**src/rtl/mpf_pkg.sv**
```systemverilog
package mpf_pkg;

   typedef enum logic {
      FMT_EIGHT = 1'b0,
      FMT_NINE  = 1'b1
   } frame_fmt_e;

   typedef struct packed {
      logic given;
      logic bcast;
   } hit_t;

endpackage

```
**src/rtl/mpf_cfg_regs.sv**
```systemverilog
module mpf_cfg_regs #(
   parameter int DATA_W = 8
) (
   input  logic              clk,
   input  logic              rst_n,
   input  logic              addr_we,
   input  logic              mask_we,
   input  logic [DATA_W-1:0] wdata,
   output logic [DATA_W-1:0] addr_q,
   output logic [DATA_W-1:0] mask_q
);

   localparam logic [DATA_W-1:0] RST_VAL = '0;

   always_ff @(posedge clk or negedge rst_n) begin
      if (!rst_n) begin
         addr_q <= RST_VAL;
      end else if (addr_we) begin
         addr_q <= wdata;
      end
   end

   always_ff @(posedge clk or negedge rst_n) begin
      if (!rst_n) begin
         mask_q <= RST_VAL;
      end else if (mask_we) begin
         mask_q <= wdata;
      end
   end

endmodule

```
**src/rtl/mpf_match.sv**
```systemverilog
module mpf_match
   import mpf_pkg::*;
#(
   parameter int DATA_W   = 8,
   parameter bit BCAST_EN = 1'b1
) (
   input  logic [DATA_W-1:0] byte_i,
   input  logic [DATA_W-1:0] addr_i,
   input  logic [DATA_W-1:0] mask_i,
   output hit_t              hit_o
);

   logic [DATA_W-1:0] given_lane;
   logic [DATA_W-1:0] bcast_lane;

   for (genvar i = 0; i < DATA_W; i++) begin : g_lane
      // a lane passes when masked off or when the bit agrees
      assign given_lane[i] = ~mask_i[i] | ~(byte_i[i] ^ addr_i[i]);
   end

   if (BCAST_EN) begin : g_bcast
      logic [DATA_W-1:0] bc_addr;
      assign bc_addr = addr_i | mask_i;
      for (genvar i = 0; i < DATA_W; i++) begin : g_blane
         assign bcast_lane[i] = ~bc_addr[i] | byte_i[i];
      end
      assign hit_o.bcast = &bcast_lane;
   end else begin : g_nobcast
      assign bcast_lane  = '0;
      assign hit_o.bcast = 1'b0;
   end

   assign hit_o.given = &given_lane;

endmodule

```
**src/rtl/mpf_flag.sv**
```systemverilog
module mpf_flag (
   input  logic clk,
   input  logic rst_n,
   input  logic set_i,
   input  logic clr_i,
   output logic flag_o
);

   always_ff @(posedge clk or negedge rst_n) begin
      if (!rst_n) begin
         flag_o <= 1'b0;
      end else if (set_i) begin
         flag_o <= 1'b1;
      end else if (clr_i) begin
         flag_o <= 1'b0;
      end
   end

endmodule

```
**src/rtl/mp_addr_filter.sv**
```systemverilog
module mp_addr_filter
   import mpf_pkg::*;
#(
   parameter int DATA_W   = 8,
   parameter bit BCAST_EN = 1'b1
) (
   input  logic              clk,
   input  logic              rst_n,
   input  logic              cfg_addr_we,
   input  logic              cfg_mask_we,
   input  logic [DATA_W-1:0] cfg_wdata,
   input  logic              frame_vld,
   input  logic [DATA_W-1:0] frame_byte,
   input  logic              rx_bit9,
   input  logic              rx_stop,
   input  logic              mode_9bit,
   input  logic              addr_only,
   input  logic              ri_clr,
   input  logic              fe_clr,
   output logic              ri_set,
   output logic              ri_flag,
   output logic              fe_flag,
   output logic [DATA_W-1:0] rx_data,
   output logic              rx_nine
);

   if (DATA_W < 2 || DATA_W > 32) begin : g_bad_width
      $error("mp_addr_filter: DATA_W must lie in 2..32");
   end

   localparam logic [DATA_W-1:0] DATA_RST = '0;

   logic [DATA_W-1:0] addr_q;
   logic [DATA_W-1:0] mask_q;
   hit_t              hit;
   frame_fmt_e        fmt;
   logic              stop_good;
   logic              addr_hit;
   logic              accept;
   logic              fe_set;
   logic              ri_q;

   mpf_cfg_regs #(.DATA_W(DATA_W)) u_regs (
      .clk     (clk),
      .rst_n   (rst_n),
      .addr_we (cfg_addr_we),
      .mask_we (cfg_mask_we),
      .wdata   (cfg_wdata),
      .addr_q  (addr_q),
      .mask_q  (mask_q)
   );

   mpf_match #(.DATA_W(DATA_W), .BCAST_EN(BCAST_EN)) u_match (
      .byte_i (frame_byte),
      .addr_i (addr_q),
      .mask_i (mask_q),
      .hit_o  (hit)
   );

   assign fmt       = frame_fmt_e'(mode_9bit);
   assign stop_good = (fmt == FMT_NINE) ? rx_stop : rx_bit9;
   assign addr_hit  = hit.given | hit.bcast;

   // with filtering on, the ninth-bit input is the marker in nine-bit
   // format and the stop bit in eight-bit format: both must be 1
   always_comb begin
      if (!frame_vld) begin
         accept = 1'b0;
      end else if (addr_only) begin
         accept = rx_bit9 & addr_hit;
      end else begin
         accept = stop_good;
      end
   end

   assign fe_set = frame_vld & ~stop_good;

   always_ff @(posedge clk or negedge rst_n) begin
      if (!rst_n) begin
         ri_q    <= 1'b0;
         rx_data <= DATA_RST;
         rx_nine <= 1'b0;
      end else begin
         ri_q <= accept;
         if (accept) begin
            rx_data <= frame_byte;
            rx_nine <= rx_bit9;
         end
      end
   end

   assign ri_set = ri_q;

   mpf_flag u_ri_flag (
      .clk    (clk),
      .rst_n  (rst_n),
      .set_i  (accept),
      .clr_i  (ri_clr),
      .flag_o (ri_flag)
   );

   mpf_flag u_fe_flag (
      .clk    (clk),
      .rst_n  (rst_n),
      .set_i  (fe_set),
      .clr_i  (fe_clr),
      .flag_o (fe_flag)
   );

endmodule

```
**config.mk**
```make
export PLATFORM = sky130hd
export DESIGN_NAME = mp_addr_filter
export DESIGN_NICKNAME = d
export VERILOG_FILES = /design/src/rtl/mpf_pkg.sv /design/src/rtl/mpf_cfg_regs.sv /design/src/rtl/mpf_match.sv /design/src/rtl/mpf_flag.sv /design/src/rtl/mp_addr_filter.sv
export SDC_FILE = /design/constraint.sdc
export NUM_CORES = 1
export LEC_CHECK = 0
export ABC_CLOCK_PERIOD_IN_PS = 3350
export BUFFER_PORTS_ARGS = -buffer_cell sky130_fd_sc_hd__buf_2
export CORE_ASPECT_RATIO = 0.5
export CORE_MARGIN = 2
export CORE_UTILIZATION = 45
export CTS_CLUSTER_DIAMETER = 40
export DETAILED_ROUTE_END_ITERATION = 8
export GPL_TIMING_DRIVEN = 0
export PLACE_DENSITY = 0.8
export SYNTH_ARGS = -nofsm -noshare
export SYNTH_HDL_FRONTEND = slang
export SYNTH_SLANG_ARGS = --single-unit
```
**constraint.sdc**
```tcl
create_clock -name clk -period 3.35 [get_ports clk]
set_clock_uncertainty 0.15 [all_clocks]
set_input_delay 0.8375 -clock clk [delete_from_list [all_inputs] [get_ports clk]]
set_output_delay 0.8375 -clock clk [all_outputs]
set_load 0.1 [all_outputs]
```
==> results.py, run 1 <==
metrics = {
    "floorplanning": {
        "dieWidth_um": 78.20,
        "rows": 13,
        "dieArea_sq_um": 3214,
        "core-area_sq_um": 2603,
        "start_util_pct": 47.60,
        "die_h_um": 41.10,
        "io_pins": 39,
    },
    "routing": {
        "dr.pass1.iters": 4,
        "drc_errors": 0,
        "vias": 836,
        "drtAntennaViolNets": 0,
        "routed_via_density": 4.918,
        "wire_per_inst_um": 14.21,
        "finalWirelength_um": 2415,
        "drtIter0Drc": 30,
    },
    "sta": {
        "min_period_over_period_pct": 67.72,
        "finalHoldViolCount": 0,
        "slew_violations": 0,
        "tightest_slew_ns": 0.6069,
        "setup_tns_ns": 0,
        "setup_viol": 0,
        "fin_crit_ns": 2.269,
        "fmax_mhz": 440.8,
        "relSlewSlack_pct": 59.54,
        "rsz0062_at_grt": "no",
    },
    "worst_setup_path": {
        "start_kind": "input pin",
        "path_class": "in2reg",
        "r2r_cells": 6,
        "critPathBufInv": 2,
        "cp_max_fo": 10,
        "critPathTopFamily": "compound AO/OA/AOI/OAI gates",
        "critPathSlowestCell": "a221oi_2",
        "reg2reg_slack_ns": 1.37,
        "r2r-end": "rx_data[4]",
        "worstPathArrival_ns": 2.28,
        "cp.required_ns": 3.36,
        "worstSetupEndpoint": "rx_data[4]",
        "startpoint": "frame_byte[6]",
        "cp.depth": 7,
        "path_cells": "buf_2 -> xor2_1 -> a22oi_1 -> and3_4 -> a221oi_2 -> buf_6 -> mux2_2",
        "end_kind": "flip-flop",
        "max_stage_delay_ns": 0.34,
        "rr_startpoint": "u_regs.addr_q[6]",
    },
    "clocking": {
        "htree_levels": 1,
        "clk_latency_ns": 0.28,
        "cts_buffer_depth": 2,
        "cts-root-buf": "clkbuf_8",
        "clkTransAtPathRegs_ns": 0.09,
        "postCtsResizedCells": 0,
        "clock-sinks": 28,
        "holdBufCountCts": 0,
        "cts_tree": "yes",
        "cts_buffers": 3,
        "cts_setup_buffers": 0,
    },
    "synthesis": {
        "synth_top_cell_by_area": "dfrtp_1",
        "muxShareOfSynthArea_pct": 23.54,
        "synth_top_family_by_area": "multiplexers",
        "ys_seq_area_share_pct": 56.57,
        "synth_nets": 120,
        "yosysUniqueCellTypes": 19,
        "synthCells": 93,
        "ys_top_cells_by_area": "dfrtp_1 57%, mux2_2 23%, xor2_1 5.7%, nor2_1 2.7%, o22ai_1 2.0%",
        "synth_edf_count": 0,
        "synth_seq_cells": 28,
        "netlist_area_sq_um": 1239,
        "ys.flop_type": "dfrtp_1",
        "synthSimpleGateAreaFrac_pct": 5.354,
        "syn_avg_cell_area_sq_um": 13.32,
        "synth-compound-area-share_pct": 6.465,
        "synth_top_area_share_pct": 56.57,
        "synth_common_cells": "28 x dfrtp_1, 25 x mux2_2, 9 x nor2_1",
        "synth_xor_area_share_pct": 5.657,
        "synthAdderAreaFrac_pct": 0,
        "synthArstFlopShare_pct": 100.0,
        "ys_warn_count": 0,
        "synth_most_common_cell": "dfrtp_1",
    },
    "global_routing": {
        "first_global_vias": 812,
        "grt_start_max_net_pins": 29,
        "grt.total_usage_pct": 16.31,
        "overflow": 0,
        "grt_pass1_wl_um": 3726,
        "antenna_found_initial": 0,
    },
    "placement": {
        "hpwl_um": 1831,
        "gp_congestion": 0.7789,
        "port-buffer-count": 36,
    },
    "cells_and_area": {
        "antennaDiodeCount": 0,
        "final_util_pct": 59.04,
        "drive_above_1_share_pct": 51.13,
        "areaGrowthSynthToFinish_pct": 24.04,
        "nets": 161,
    },
    "min_path": {
        "hold_class": "reg2reg",
    },
    "power_and_ir_drop": {
        "p_leak_nw": 0.7259,
        "p_per_area_nw_per_um2": 709.0,
        "ir_drop_mv": 0.3548,
    },
    "run_status": {
        "status": "finished, final reports clean",
    },
    "run": {
        "max-cap-violations": 0,
    },
}
-- registers in the layout (all words and copies together), names as in the netlist --
signal / flops
rx_data: 8
u_regs.addr_q: 8
u_regs.mask_q: 8
ri_set: 1
rx_nine: 1
u_fe_flag.flag_o: 1
u_ri_flag.flag_o: 1
-- layout by cell type, fill, tap and decap left out --
cell / n
dfrtp_1: 28
o22ai_1: 4
a221oi_2: 1
nor3_1: 1
nand2_1: 1
inv_1: 3
bufinv_16: 1
buf_2: 36
buf_6: 1
nor2_1: 9
nor3b_1: 1
mux2i_1: 1
clkbuf_1: 2
mux2_2: 25
nand3_1: 1
and3_4: 1
xor2_1: 8
clkbuf_8: 3
a222oi_1: 1
o21ai_0: 2
a21oi_1: 1
a22oi_1: 2
-- area by class of cell --
cell class | instances | area (sq um)
Clock buffer | 3 | 41.29
Buffer | 3 | 18.77
Fill cell | 234 | 1066
Inverter | 3 | 11.26
Clock inverter | 1 | 30.03
Timing Repair Buffer | 36 | 180.2
Tap cell | 37 | 46.29
Multi-Input combinational cell | 59 | 508.0
Sequential cell | 28 | 700.7
-- worst reg2reg max path: cells and delay by family, from the launching register on --
kind                      cells  cell delay, ns
AOI/OAI and AO/OA             2            0.45
DFF                           1            0.41
muxes                         1            0.34
buffers and inverters         1            0.20
and+or+nand+nor               1            0.19
xor gates and xnor gates      1            0.14
-- metal layers --
layer	wire, um	vias to the layer above	global-route usage, %
li1	-	410	-
met1	1106	410	19.02
met2	1194	14	31.03
met3	102	2	5.286
met4	12	0	3.947
met5	0	-	0
-- worst min-delay path by stage --
stage               cells past startpoint  slack [ns]        startpoint               end
floorplan                               1        0.35  u_regs.mask_q[2]  u_regs.mask_q[2]
global placement                        1        0.33        rx_data[4]        rx_data[4]
detailed placement                      1        0.34        rx_data[0]        rx_data[0]
CTS                                     1        0.36        rx_data[0]        rx_data[0]
global route                            1        0.37        rx_data[5]        rx_data[5]
finish                                  1        0.36        rx_data[0]        rx_data[0]
-- stage by stage --
step | std cells | setup slack (ns) | total power (W) | area, sq um | hold WS, ns
finish | 170 | 1.081 | 0.001089 | 1536 | 0.3582
global route | 170 | 1.033 | 0.001130 | 1536 | 0.3730
CTS | 170 | 1.082 | 0.001099 | 1536 | 0.3594
detailed placement | 166 | 0.7959 | 0.0008352 | 1465 | 0.3386
global placement | 166 | 0.7996 | 0.0008275 | 1465 | 0.3333
floorplan | 93 | 1.063 | 0.0007528 | 1239 | 0.3533
-- report_power, final --
part / switching [W] / internal [W] / total, W
clock: 0.000102 / 0.000160 / 0.000262
sequential: 0.0000309 / 0.000390 / 0.000421
combinational: 0.000315 / 0.0000918 / 0.000406
total: 0.000447 / 0.000642 / 0.00109
-- kinds of logic after synthesis --
family / after synthesis
DFF: 28
buffers and inverters: 6
and+or+nand+nor: 14
xor gates and xnor gates: 8
AOI/OAI and AO/OA: 11
muxes: 26
(Power assumes the default switching activity.)
==> run 2, diff against run 1 <==
--- a/config.mk
+++ b/config.mk
@@ -5,15 +5,15 @@
 export SDC_FILE = /design/constraint.sdc
 export NUM_CORES = 1
 export LEC_CHECK = 0
-export ABC_CLOCK_PERIOD_IN_PS = 3350
+export ABC_CLOCK_PERIOD_IN_PS = 2000
 export BUFFER_PORTS_ARGS = -buffer_cell sky130_fd_sc_hd__buf_2
 export CORE_ASPECT_RATIO = 0.5
 export CORE_MARGIN = 2
-export CORE_UTILIZATION = 45
+export CORE_UTILIZATION = 44
 export CTS_CLUSTER_DIAMETER = 40
 export DETAILED_ROUTE_END_ITERATION = 8
 export GPL_TIMING_DRIVEN = 0
-export PLACE_DENSITY = 0.8
+export PLACE_DENSITY = 0.81
 export SYNTH_ARGS = -nofsm -noshare
 export SYNTH_HDL_FRONTEND = slang
 export SYNTH_SLANG_ARGS = --single-unit
==> constraint.sdc (replaced) <==
create_clock -name clk -period 2 [get_ports clk]
set_clock_uncertainty 0.15 [all_clocks]
set_input_delay 0.5 -clock clk [delete_from_list [all_inputs] [get_ports clk]]
set_output_delay 0.5 -clock clk [all_outputs]
set_load 0.1 [all_outputs]
==> results.py, run 2 (synthesis gave the netlist of run 1 again) <==
metrics = {
    "run_status": {
        "status": "finished, final reports clean",
    },
    "floorplanning": {
        "dieWidth_um": 79.04,
        "dieArea_sq_um": 3282,
        "die_h_um": 41.52,
        "rows": 13,
        "start_util_pct": 47.01,
        "io_pins": 39,
        "core-area_sq_um": 2635,
    },
    "global_routing": {
        "grt_pass1_wl_um": 3815,
        "antenna_found_initial": 0,
        "grt_start_max_net_pins": 29,
        "overflow": 0,
        "first_global_vias": 803,
        "grt.total_usage_pct": 15.53,
    },
    "cells_and_area": {
        "areaGrowthSynthToFinish_pct": 29.19,
        "layout_common_cells": "36 x buf_2, 28 x dfrtp_1, 18 x mux2_2",
        "layout_commonest_cell": "buf_2",
        "fill_cells": 230,
        "fin_area_sq_um": 1600,
        "drive_above_1_share_pct": 52.21,
        "antennaDiodeCount": 0,
        "nets": 164,
        "top_regs": "rx_data (8), u_regs.addr_q (8), u_regs.mask_q (8)",
    },
    "worst_setup_path": {
        "cp.required_ns": 2.01,
        "worstPathArrival_ns": 2.00,
        "max_stage_delay_ns": 0.49,
        "r2r_cells": 5,
        "path_cells": "xor2_1 -> a222oi_1 -> a221oi_4 -> buf_6 -> mux2_4",
        "critPathSlowestCell": "a222oi_1",
        "critPathBufInv": 1,
        "reg2reg_slack_ns": 0.02,
        "r2r-end": "rx_data[7]",
        "path_class": "reg2reg",
        "critPathTopFamily": "compound AO/OA/AOI/OAI gates",
        "start_kind": "flip-flop",
        "rr_startpoint": "u_regs.addr_q[3]",
        "cp_max_fo": 5,
        "end_kind": "flip-flop",
    },
    "clocking": {
        "clkTransAtPathRegs_ns": 0.09,
        "cts_buffer_depth": 2,
        "holdBufCountCts": 0,
        "htree_levels": 1,
        "clk_latency_ns": 0.27,
        "cts-root-buf": "clkbuf_8",
        "cts_tree": "yes",
        "clock-sinks": 28,
        "cts_buffers": 3,
    },
    "routing": {
        "drc_errors": 0,
        "dr.pass1.iters": 4,
        "routed_via_density": 5.081,
        "wire_per_inst_um": 13.82,
        "vias": 879,
        "drtAntennaViolNets": 0,
        "finalWirelength_um": 2390,
        "drtIter0Drc": 29,
    },
    "sta": {
        "tightest_slew_ns": 0.5966,
        "min_period_over_period_pct": 99.07,
        "finalHoldViolCount": 0,
        "slew_violations": 0,
        "fin_crit_ns": 1.981,
        "rsz0062_at_grt": "yes",
        "setup_viol": 0,
        "fin_ws_ns": 0.01853,
        "relSlewSlack_pct": 60.23,
        "fmax_mhz": 504.7,
    },
    "placement": {
        "port-buffer-count": 36,
        "place_worst_setup_slack_ns": -0.2370,
        "hpwl_um": 1747,
        "placed_cell_area_sq_um": 1465,
        "gp_congestion": 0.7326,
    },
    "run": {
        "max-cap-violations": 0,
    },
    "power_and_ir_drop": {
        "p_leak_nw": 0.7761,
        "ir_drop_mv": 0.8008,
        "p_per_area_nw_per_um2": 1160,
    },
    "min_path": {
        "hold_class": "in2async",
    },
}
[run 2: where the power goes]
part	leakage, nW	internal [W]	switching (W)
logic	0.409	0.000184	0.000532
registers	0.332	0.000654	0.0000544
clock network	0.0357	0.000268	0.000165
total	0.776	0.00111	0.000751
[run 2: what timing repair did]
item / CTS / global route
gates resized for setup: 1 / 9
pin swaps: 0 / 7
endpoints found under the setup margin: 8 / 8
cloned: 0 / 1
buffers inserted: 0 / 2
[run 2: how the worst max path moves through the flow]
stage | startpoint | to | slack [ns] | cells past startpoint
after floorplan | frame_byte[6] | rx_data[0] | 0.05 | 6
after global placement | frame_byte[6] | rx_data[5] | -0.21 | 7
after detailed placement | frame_byte[6] | rx_data[5] | -0.24 | 7
after CTS | u_regs.addr_q[2] | rx_data[7] | 0.01 | 5
after global routing | u_regs.addr_q[3] | rx_data[7] | -0.04 | 5
final | u_regs.addr_q[3] | rx_data[7] | 0.02 | 5
[run 2: metal layers]
metal,vias to the layer above,part of all wire (%),GRT usage [%],routed length [um]
met5,-,0,0,0
met4,0,1.3,5.172,31
met3,5,6.0,4.130,143
met2,25,45,23.56,1064
met1,432,48,21.81,1151
li1,417,-,-,-
[run 2: per-stage QoR]
stage / instances / setup TNS, ns / utilization (%) / total power (W) / hold WS (ns)
after global placement: 166 / -1.749 / 55.60 / 0.001383 / 0.3331
after global routing: 173 / -0.1979 / 60.73 / 0.001937 / 0.1074
after detailed placement: 166 / -1.918 / 55.60 / 0.001396 / 0.3401
after CTS: 170 / 0 / 58.74 / 0.001831 / 0.09016
after floorplan: 93 / 0 / - / 0.001261 / 0.05441
final: 173 / 0 / 60.73 / 0.001857 / 0.07316
[run 2: layout make-up]
class,count,area [sq um],share of cell area [%]
inverters,3,11.26,0.7037
flip-flops and latches,28,700.7,43.78
clock inverters,1,30.03,1.876
clock buffers,3,41.29,2.580
plain buffers,3,18.77,1.173
well taps,37,46.29,2.893
repair buffers,39,206.4,12.90
multi-input cells,59,545.5,34.09
